**src/rtl/stopwatch_pkg.sv**
```systemverilog
package stopwatch_pkg;
   localparam int NUM_DIGITS = 6;
   localparam int DIGIT_W    = 4;
   localparam int TIME_W     = NUM_DIGITS * DIGIT_W;

   typedef logic [DIGIT_W-1:0] bcd_digit_t;

   // Digit index 0 is hundredths; indices 3 and 5 are the tens of seconds and minutes.
   function automatic int digit_radix(input int idx);
      return (idx == 3 || idx == 5) ? 6 : 10;
   endfunction
endpackage

```
**src/rtl/sw_prescaler.sv**
```systemverilog
module sw_prescaler #(
   parameter int CLK_HZ    = 48_000_000,
   parameter int SCAN_HZ   = 1000,
   parameter int COUNT_DIV = 10
) (
   input  logic clk,
   input  logic rst_n,
   input  logic clr_n,
   output logic scan_tick,
   output logic count_tick
);
   localparam int SCAN_DIV = CLK_HZ / SCAN_HZ;
   localparam int PRE_W    = (SCAN_DIV > 1) ? $clog2(SCAN_DIV) : 1;
   localparam int DEC_W    = (COUNT_DIV > 1) ? $clog2(COUNT_DIV) : 1;
   localparam logic [DEC_W-1:0] DEC_LAST = DEC_W'(COUNT_DIV - 1);

   if (SCAN_HZ < 1 || CLK_HZ % SCAN_HZ != 0 || SCAN_DIV < 1)
      $error("CLK_HZ must be a positive multiple of SCAN_HZ");
   if (COUNT_DIV < 1)
      $error("COUNT_DIV must be at least 1");

   logic [DEC_W-1:0] dec_q;

   if (SCAN_DIV == 1) begin : g_direct
      assign scan_tick = 1'b1;
   end else begin : g_counted
      localparam logic [PRE_W-1:0] PRE_LAST = PRE_W'(SCAN_DIV - 1);
      logic [PRE_W-1:0] pre_q;

      always_ff @(posedge clk or negedge rst_n) begin
         if (!rst_n)                pre_q <= '0;
         else if (!clr_n)           pre_q <= '0;
         else if (pre_q == PRE_LAST) pre_q <= '0;
         else                       pre_q <= pre_q + 1'b1;
      end

      assign scan_tick = (pre_q == PRE_LAST);

      a_r2_pre_range: assert property (@(posedge clk) disable iff (!rst_n)
         pre_q <= PRE_LAST);
      a_r8_clear_restart: assert property (@(posedge clk) disable iff (!rst_n)
         !clr_n |=> !scan_tick);
   end

   always_ff @(posedge clk or negedge rst_n) begin
      if (!rst_n)         dec_q <= '0;
      else if (!clr_n)    dec_q <= '0;
      else if (scan_tick) dec_q <= (dec_q == DEC_LAST) ? '0 : dec_q + 1'b1;
   end

   assign count_tick = scan_tick && (dec_q == DEC_LAST);

   a_r3_dec_range: assert property (@(posedge clk) disable iff (!rst_n)
      dec_q <= DEC_LAST);
   a_r3_dec_hold: assert property (@(posedge clk) disable iff (!rst_n)
      (clr_n && !scan_tick) |=> $stable(dec_q));
endmodule

```
**src/rtl/sw_runctl.sv**
```systemverilog
module sw_runctl #(
   parameter int SYNC_STAGES = 2
) (
   input  logic clk,
   input  logic rst_n,
   input  logic clr_n,
   input  logic btn,
   output logic running
);
   if (SYNC_STAGES < 2)
      $error("SYNC_STAGES must be at least 2");

   // chain[SYNC_STAGES-1] is the synchronized level, chain[SYNC_STAGES] its previous value
   logic [SYNC_STAGES:0] chain_q;
   logic                 press;

   always_ff @(posedge clk or negedge rst_n) begin
      if (!rst_n) chain_q <= '0;
      else        chain_q <= {chain_q[SYNC_STAGES-1:0], btn};
   end

   assign press = chain_q[SYNC_STAGES-1] & ~chain_q[SYNC_STAGES];

   always_ff @(posedge clk or negedge rst_n) begin
      if (!rst_n)      running <= 1'b0;
      else if (!clr_n) running <= 1'b0;
      else if (press)  running <= ~running;
   end

   a_r6_toggle: assert property (@(posedge clk) disable iff (!rst_n)
      (clr_n && press) |=> (running != $past(running)));
   a_r6_hold: assert property (@(posedge clk) disable iff (!rst_n)
      (clr_n && !press) |=> $stable(running));
   a_r1_clear_pauses: assert property (@(posedge clk) disable iff (!rst_n)
      !clr_n |=> !running);
endmodule

```
**src/rtl/sw_digit.sv**
```systemverilog
module sw_digit
   import stopwatch_pkg::*;
#(
   parameter int RADIX = 10,
   parameter int INIT  = 0
) (
   input  logic       clk,
   input  logic       rst_n,
   input  logic       clr_n,
   input  logic       cin,
   output logic       cout,
   output bcd_digit_t value
);
   localparam bcd_digit_t TOP  = bcd_digit_t'(RADIX - 1);
   localparam bcd_digit_t LOAD = bcd_digit_t'(INIT);

   if (RADIX < 2 || RADIX > 10)
      $error("RADIX out of BCD range");
   if (INIT < 0 || INIT >= RADIX)
      $error("INIT digit exceeds its radix");

   always_ff @(posedge clk or negedge rst_n) begin
      if (!rst_n)      value <= LOAD;
      else if (!clr_n) value <= LOAD;
      else if (cin)    value <= (value == TOP) ? '0 : value + 1'b1;
   end

   assign cout = cin && (value == TOP);

   a_r4_range: assert property (@(posedge clk) disable iff (!rst_n)
      value <= TOP);
   a_r4_wrap: assert property (@(posedge clk) disable iff (!rst_n)
      (clr_n && cin && value == TOP) |=> value == '0);
   a_r7_hold: assert property (@(posedge clk) disable iff (!rst_n)
      (clr_n && !cin) |=> $stable(value));
endmodule

```
**src/rtl/stopwatch_core.sv**
```systemverilog
module stopwatch_core
   import stopwatch_pkg::*;
#(
   parameter int              CLK_HZ    = 48_000_000,
   parameter int              COUNT_DIV = 10,
   parameter logic [TIME_W-1:0] CLR_VALUE = '0
) (
   input  logic              clk,
   input  logic              rst_n,
   input  logic              clr_n,
   input  logic              start_stop,
   output logic [TIME_W-1:0] bcd_time,
   output logic              scan_tick
);
   logic                count_tick;
   logic                running;
   logic [NUM_DIGITS:0] carry;

   sw_prescaler #(.CLK_HZ(CLK_HZ), .SCAN_HZ(1000), .COUNT_DIV(COUNT_DIV)) u_pre (
      .clk(clk), .rst_n(rst_n), .clr_n(clr_n),
      .scan_tick(scan_tick), .count_tick(count_tick)
   );

   sw_runctl #(.SYNC_STAGES(2)) u_run (
      .clk(clk), .rst_n(rst_n), .clr_n(clr_n),
      .btn(start_stop), .running(running)
   );

   assign carry[0] = count_tick && running;

   for (genvar i = 0; i < NUM_DIGITS; i++) begin : g_digit
      sw_digit #(
         .RADIX(digit_radix(i)),
         .INIT(int'(CLR_VALUE[i*DIGIT_W +: DIGIT_W]))
      ) u_dig (
         .clk(clk), .rst_n(rst_n), .clr_n(clr_n),
         .cin(carry[i]), .cout(carry[i+1]),
         .value(bcd_time[i*DIGIT_W +: DIGIT_W])
      );
   end

   a_r5_rollover: assert property (@(posedge clk) disable iff (!rst_n)
      (clr_n && carry[0] && bcd_time == 24'h595999) |=> bcd_time == '0);
   a_r7_paused_frozen: assert property (@(posedge clk) disable iff (!rst_n)
      (clr_n && !running) |=> $stable(bcd_time));
   a_r1_clear_value: assert property (@(posedge clk) disable iff (!rst_n)
      !clr_n |=> bcd_time == CLR_VALUE);
endmodule

```
**config.mk**
```make
export PLATFORM = sky130hd
export DESIGN_NAME = stopwatch_core
export DESIGN_NICKNAME = d
export VERILOG_FILES = /design/src/rtl/stopwatch_pkg.sv /design/src/rtl/sw_prescaler.sv /design/src/rtl/sw_runctl.sv /design/src/rtl/sw_digit.sv /design/src/rtl/stopwatch_core.sv
export SDC_FILE = /design/constraint.sdc
export NUM_CORES = 1
export LEC_CHECK = 0
export BUFFER_PORTS_ARGS = -buffer_cell sky130_fd_sc_hd__buf_2
export CAP_MARGIN = 30
export CELL_PAD_IN_SITES_DETAIL_PLACEMENT = 0
export CELL_PAD_IN_SITES_GLOBAL_PLACEMENT = 1
export CORE_ASPECT_RATIO = 2
export CORE_MARGIN = 3
export CORE_UTILIZATION = 40
export DETAILED_ROUTE_END_ITERATION = 10
export GPL_TIMING_DRIVEN = 0
export HOLD_SLACK_MARGIN = 0.12
export PLACE_DENSITY_LB_ADDON = 0.1
export SKIP_LAST_GASP = 1
export SLEW_MARGIN = 5
export SYNTH_ARGS = -nofsm -noshare
export SYNTH_HDL_FRONTEND = slang
export SYNTH_HIERARCHICAL = 1
export SYNTH_SLANG_ARGS = --single-unit
export TNS_END_PERCENT = 1
```
**constraint.sdc**
```tcl
create_clock -name clk -period 4.76 [get_ports clk]
set_input_delay 0.714 -clock clk [delete_from_list [all_inputs] [get_ports clk]]
set_output_delay 0.714 -clock clk [all_outputs]
set_load 0.03 [all_outputs]
```
# Yosys cells after proc, flatten, opt, wreduce, memory -nomap -nowiden
# Cells that the tools add are included.
[word_totals] reg_bits=48 wordCells=69 in_bits=4
[classes] n_eq_ne=16 mux=25 n_bitwise=3 reduce_logical=7 add_sub_neg=8
[op_table] operator="2-to-1 mux 4 bit" n=21
[op_table] operator="2-to-1 mux 16 bit" n=2
[op_table] operator="adder 4 x 1 -> 4 bit, second input constant" n=7
[op_table] operator="== test 4 bit, second input constant" n=5
[op_table] operator="adder 16 x 1 -> 16 bit, second input constant" n=1
[op_table] operator="== test 16 bit, second input constant" n=1
[op_table] operator="!= test 2 x 1 -> 1 bit, second input constant" n=8
[op_table] operator="== test 4 x 3 -> 1 bit, second input constant" n=2
[op_table] operator="logical AND 1 bit" n=7
[op_table] operator="2-to-1 mux 1 bit" n=2
[op_table] operator="inverter 1 bit" n=2
[op_table] operator="bitwise AND 1 bit" n=1

# Depth between registers and ports, before layout
[depth] word_depth=10 mapped_depth=20 mapped_depth_nobuf=18

# Modules after synthesis
# Netlist, hierarchy kept.
[by_module_without_submodules] mod="sw_prescaler" area_per_inst_um2=1083.5 n_inst=1 cells_per_inst=107
[by_module_without_submodules] mod="sw_digit (g_digit[0].u_dig ...)" area_per_inst_um2=246.5 n_inst=4 cells_per_inst=27
[by_module_without_submodules] mod="sw_digit (g_digit[3].u_dig ...)" area_per_inst_um2=245.2 n_inst=2 cells_per_inst=27
[by_module_without_submodules] mod="sw_runctl" area_per_inst_um2=126.4 n_inst=1 cells_per_inst=8
[by_module_without_submodules] mod="stopwatch_core" area_per_inst_um2=6.3 n_inst=1 cells_per_inst=1

# Worst setup path after synthesis
# Ideal clock, no wire load.
[synth_path] kind="register to register" from="reg u_pre.g_counted.pre_q[0]" to="reg g_digit[5].u_dig.value[3]" stages_incl_launch_ff=21 required_ns=4.682 synth_period_minus_slack_ns=3.948 setup_slack_ns=0.812 t_arrival_ns=3.870 path_buffers=2 setup_time_ns=0.078 cell_sequence="dfrtp_1 -> ha_1 -> nand4_2 -> nor4_4 -> inv_1 -> nor2_1 -> and2_1 -> inv_1 -> nor2_1 -> inv_1 -> nor2_1 -> inv_1 -> nor2_1 -> buf_4 -> and2_1 -> inv_1 -> nor2_1 -> buf_4 -> nand4_1 -> or3_1 -> a21boi_1"
[synth_between] elab_chain_cells=9
[synth_rtl] item="start: declaration" line="sw_prescaler.sv:28" rtl="logic [PRE_W-1:0] pre_q;"
[synth_rtl] item="start signal: assignment" line="sw_prescaler.sv:34" rtl="else pre_q <= pre_q + 1'b1;"
[synth_rtl] item="== test 16 bit" line="sw_prescaler.sv:37" rtl="assign scan_tick = (pre_q == PRE_LAST);"
[synth_rtl] item="net scan_tick" line="stopwatch_core.sv:13" rtl="output logic scan_tick"
[synth_rtl] item="logical AND 1 bit" line="sw_prescaler.sv:51" rtl="assign count_tick = scan_tick && (dec_q == DEC_LAST);"
[synth_rtl] item="net count_tick" line="stopwatch_core.sv:15" rtl="logic count_tick;"
[synth_rtl] item="logical AND 1 bit" line="stopwatch_core.sv:29" rtl="assign carry[0] = count_tick && running;"
[synth_rtl] item="net carry[0]" line="stopwatch_core.sv:17" rtl="logic [NUM_DIGITS:0] carry;"
[synth_rtl] item="logical AND 1 bit" line="sw_digit.sv:28" rtl="assign cout = cin && (value == TOP);"
[synth_rtl] item="net carry[1]" line="stopwatch_core.sv:17"
[synth_rtl] item="logical AND 1 bit" line="sw_digit.sv:28"
[synth_rtl] item="net carry[2]" line="stopwatch_core.sv:17"
[synth_rtl] item="logical AND 1 bit" line="sw_digit.sv:28"
[synth_rtl] item="net carry[3]" line="stopwatch_core.sv:17"
[synth_rtl] item="logical AND 1 bit" line="sw_digit.sv:28"
[synth_rtl] item="net carry[4]" line="stopwatch_core.sv:17"
[synth_rtl] item="logical AND 1 bit" line="sw_digit.sv:28"
[synth_rtl] item="net carry[5]" line="stopwatch_core.sv:17"
[synth_rtl] item="!= test 2 x 1 -> 1 bit (no source line)"
[synth_rtl] item="end signal: assignment" line="sw_digit.sv:25" rtl="else if (cin) value <= (value == TOP) ? '0 : value + 1'b1;"
[synth_rtl] item="end: declaration" line="sw_digit.sv:12" rtl="output bcd_digit_t value"
# The timed path passes the listed nets, and every way through them passes these cells.
# A chain may end at the register's enable or synchronous reset.

# Worst setup path after layout
[layout_path] from="reg u_pre.g_counted.pre_q[0]" to="reg g_digit[5].u_dig.value[3]"
[layout_between] elab_chain_cells=9
[layout_rtl] item="== test 16 bit" line="sw_prescaler.sv:37"
[layout_rtl] item="logical AND 1 bit" line="sw_prescaler.sv:51"
[layout_rtl] item="net count_tick" line="stopwatch_core.sv:15"
[layout_rtl] item="logical AND 1 bit" line="stopwatch_core.sv:29"
[layout_rtl] item="net carry[0]" line="stopwatch_core.sv:17"
[layout_rtl] item="logical AND 1 bit" line="sw_digit.sv:28"
[layout_rtl] item="net carry[1]" line="stopwatch_core.sv:17"
[layout_rtl] item="logical AND 1 bit" line="sw_digit.sv:28"
[layout_rtl] item="net carry[2]" line="stopwatch_core.sv:17"
[layout_rtl] item="logical AND 1 bit" line="sw_digit.sv:28"
[layout_rtl] item="net carry[3]" line="stopwatch_core.sv:17"
[layout_rtl] item="logical AND 1 bit" line="sw_digit.sv:28"
[layout_rtl] item="net carry[4]" line="stopwatch_core.sv:17"
[layout_rtl] item="logical AND 1 bit" line="sw_digit.sv:28"
[layout_rtl] item="net carry[5]" line="stopwatch_core.sv:17"
[layout_rtl] item="!= test 2 x 1 -> 1 bit (no source line)"
# The timed path passes the listed nets, and every way through them passes these cells.

==> results.txt <==
later-pin clock latency in the skew report: 0.29 ns
combinational power share: 3.5%
sw frac: 21.1%
worst r2r src: u_pre/g_counted.pre_q[0]
CP endpoint kind: register
pwr/cell area: 256 mW/mm2
Worst slew margin: 67.9%
Yosys warning count: 6
# diodes: 0
Inst Count DP: 392
post-layout min period: 4.13 ns
Synth Cell Area: 0.00269 mm2
CP arrival: 4.35 ns
Tcrit/Tclk final: 86.7%
vias in the first global route: 2,064
Tot Pwr: 0.000800 W
num ports: 29
Max Clock Freq: 0.242 GHz
reg-to-reg slack, setup: 0.63 ns
core region area: 0.00641 mm2
first-pass GRT wire length: 9730 um
largest net degree at the start of global routing: 31
worst setup path end: g_digit[5].u_dig/value[3]
DIE WIDTH: 63.9 um
Cell Count, Final, Fillers Out: 402
vias: 2,070
status: finished, final reports clean
CTS sink cnt: 48
GPL Wtd Cong: 0.710
CP startpoint: u_pre/g_counted.pre_q[0]
initial antenna violation count: 0
Hold Vio Cnt, Final: 0
Remaining DRCs: 0
Num CTS Buffers: 5
RSZ-0062 raised after global routing: no
Setup Viol. Count Final: 0
setup TNS: 0 ns
global router's overall resource usage: 16.0%
Setup Crit Path Kind: reg2reg
Final Core Density: 48.6%
number of DRC markers in iteration 0: 47
critical path required time: 4.98 ns
vias per std cell: 5.15
NetSw: 0.000168 W
clk buf depth: 2
nets: 334
CTS tree: yes
chip height: 122 um
Clock Skew: 0.00543 ns
Post-DP HPWL: 3910 um
Die Footprint: 0.00779 mm2
max-capacitance violation count: 0
Avg WL per Cell: 13.6 um
Layout fillers: 635
leakage power: 1.35 nW
Pint: 0.000631 W
initial core utilization: 41.9%
startpoint class of the critical path: register
crit path max fanout: 8
Worst-Margin Slew: 0.481 ns
Total Routed Length: 5460 um
Area Overhead vs Synth: 16.1%
gr ovfl total: 0
RR Endpoint: g_digit[5].u_dig/value[3]
DR pass1 iterations: 4
Mapped Nets: 296
sequential share of power: 51.9%
Worst Reg2Reg Path Length in Cells: 20
Slew Viols, Final: 0
Hold Crit Class: reg2reg
Port Buf Inserts: 28
ratio of cells with drive above 1 in the final layout: 16.1%
CTS Root Cell: clkbuf_16
clk slew on worst S/H paths: 0.06 ns
clock group share of total power: 44.6%
CTS H-tree lvls: 2
Rows: 41
Post-Synthesis Cells: 277
syn_area_per_cell: 9.70 um2
antenna-violating nets left: 0
Peak VDD IR: 162 uV
[stage by stage]
step                      setup WS (ns)  hold WS, ns  cell area, um2
after detailed placement          0.214        0.335            2950
after global routing             0.0777        0.359            3120
after CTS                         0.171        0.350            3100
final                             0.631        0.348            3120
after floorplan                   0.816        0.331            2690
after global placement            0.208        0.337            2930
[final cells by class]
cell class | count | area [um2] | area share, %
Multi-Input combinational cell | 206 | 1390 | 44.4
Sequential cell | 48 | 1200 | 38.5
Timing Repair Buffer | 31 | 175 | 5.62
Clock buffer | 8 | 146 | 4.70
Tap cell | 86 | 108 | 3.45
Inverter | 16 | 60.1 | 1.93
Buffer | 7 | 42.5 | 1.36
[cells in the final DEF (no fill, tap or decap), types with 9 or more instances in the layout]
master    instances
o21ai_0          10
nand3_1          12
nand2_1          40
dfrtp_1          48
a21boi_0          9
xnor2_1          10
nor2_1           22
buf_2            29
ha_1             15
nand3b_1         18
inv_1            16
[worst min-delay path by stage]
stage                     startpoint                to  slack [ns]  cells past startpoint
floorplan           u_run/chain_q[0]  u_run/chain_q[1]        0.33                      0
global placement    u_run/chain_q[0]  u_run/chain_q[1]        0.34                      0
detailed placement  u_run/chain_q[0]  u_run/chain_q[1]        0.33                      0
CTS                 u_run/chain_q[0]  u_run/chain_q[1]        0.35                      0
global route        u_run/chain_q[0]  u_run/chain_q[1]        0.36                      0
finish              u_run/chain_q[0]  u_run/chain_q[1]        0.35                      0
[routing by layer]
layer  wire length, um  global-route usage (%)
met5                 0                       0
met4                77                    6.50
met3               175                    3.87
met2              3050                    28.9
met1              2150                    17.4
[power groups by stage]
stage | combinational (W) | sequential [W] | clock, W
after global routing | 0.0000324 | 0.000416 | 0.000389
after global placement | 0.0000275 | 0.000423 | 0
final | 0.0000281 | 0.000415 | 0.000356
after detailed placement | 0.0000294 | 0.000423 | 0
after CTS | 0.0000298 | 0.000415 | 0.000372
after floorplan | 0.0000119 | 0.000422 | 0
[state kept, by name (all words and copies together), names as in the netlist]
| name | cells |
|---|---|
| u_run/running | 1 |
| u_run/chain_q | 3 |
| u_pre/dec_q | 4 |
| g_digit.u_dig/value | 24 |
| u_pre/g_counted.pre_q | 16 |
[critical path: stages (launching register included)]
cell	delay, ns
dfrtp_1	0.40
ha_1	0.27
nand4_2	0.20
nor4_4	0.34
inv_1	0.13
nor2_1	0.11
and2_1	0.23
inv_1	0.10
nor2_1	0.32
inv_1	0.15
nor2_2	0.26
inv_1	0.12
nor2_1	0.13
buf_4	0.16
and2_1	0.23
inv_1	0.10
nor2_1	0.11
buf_4	0.15
nand4_1	0.11
or3_1	0.32
a21boi_1	0.12
[repair_timing]
action | in CTS | in global routing
hold buffers | 0 | 0
setup buffers | 0 | 2
endpoints found under the setup margin | 0 | 2
endpoints found under the hold margin | 0 | 0
resized for setup | 0 | 1
(Power assumes the default switching activity.)
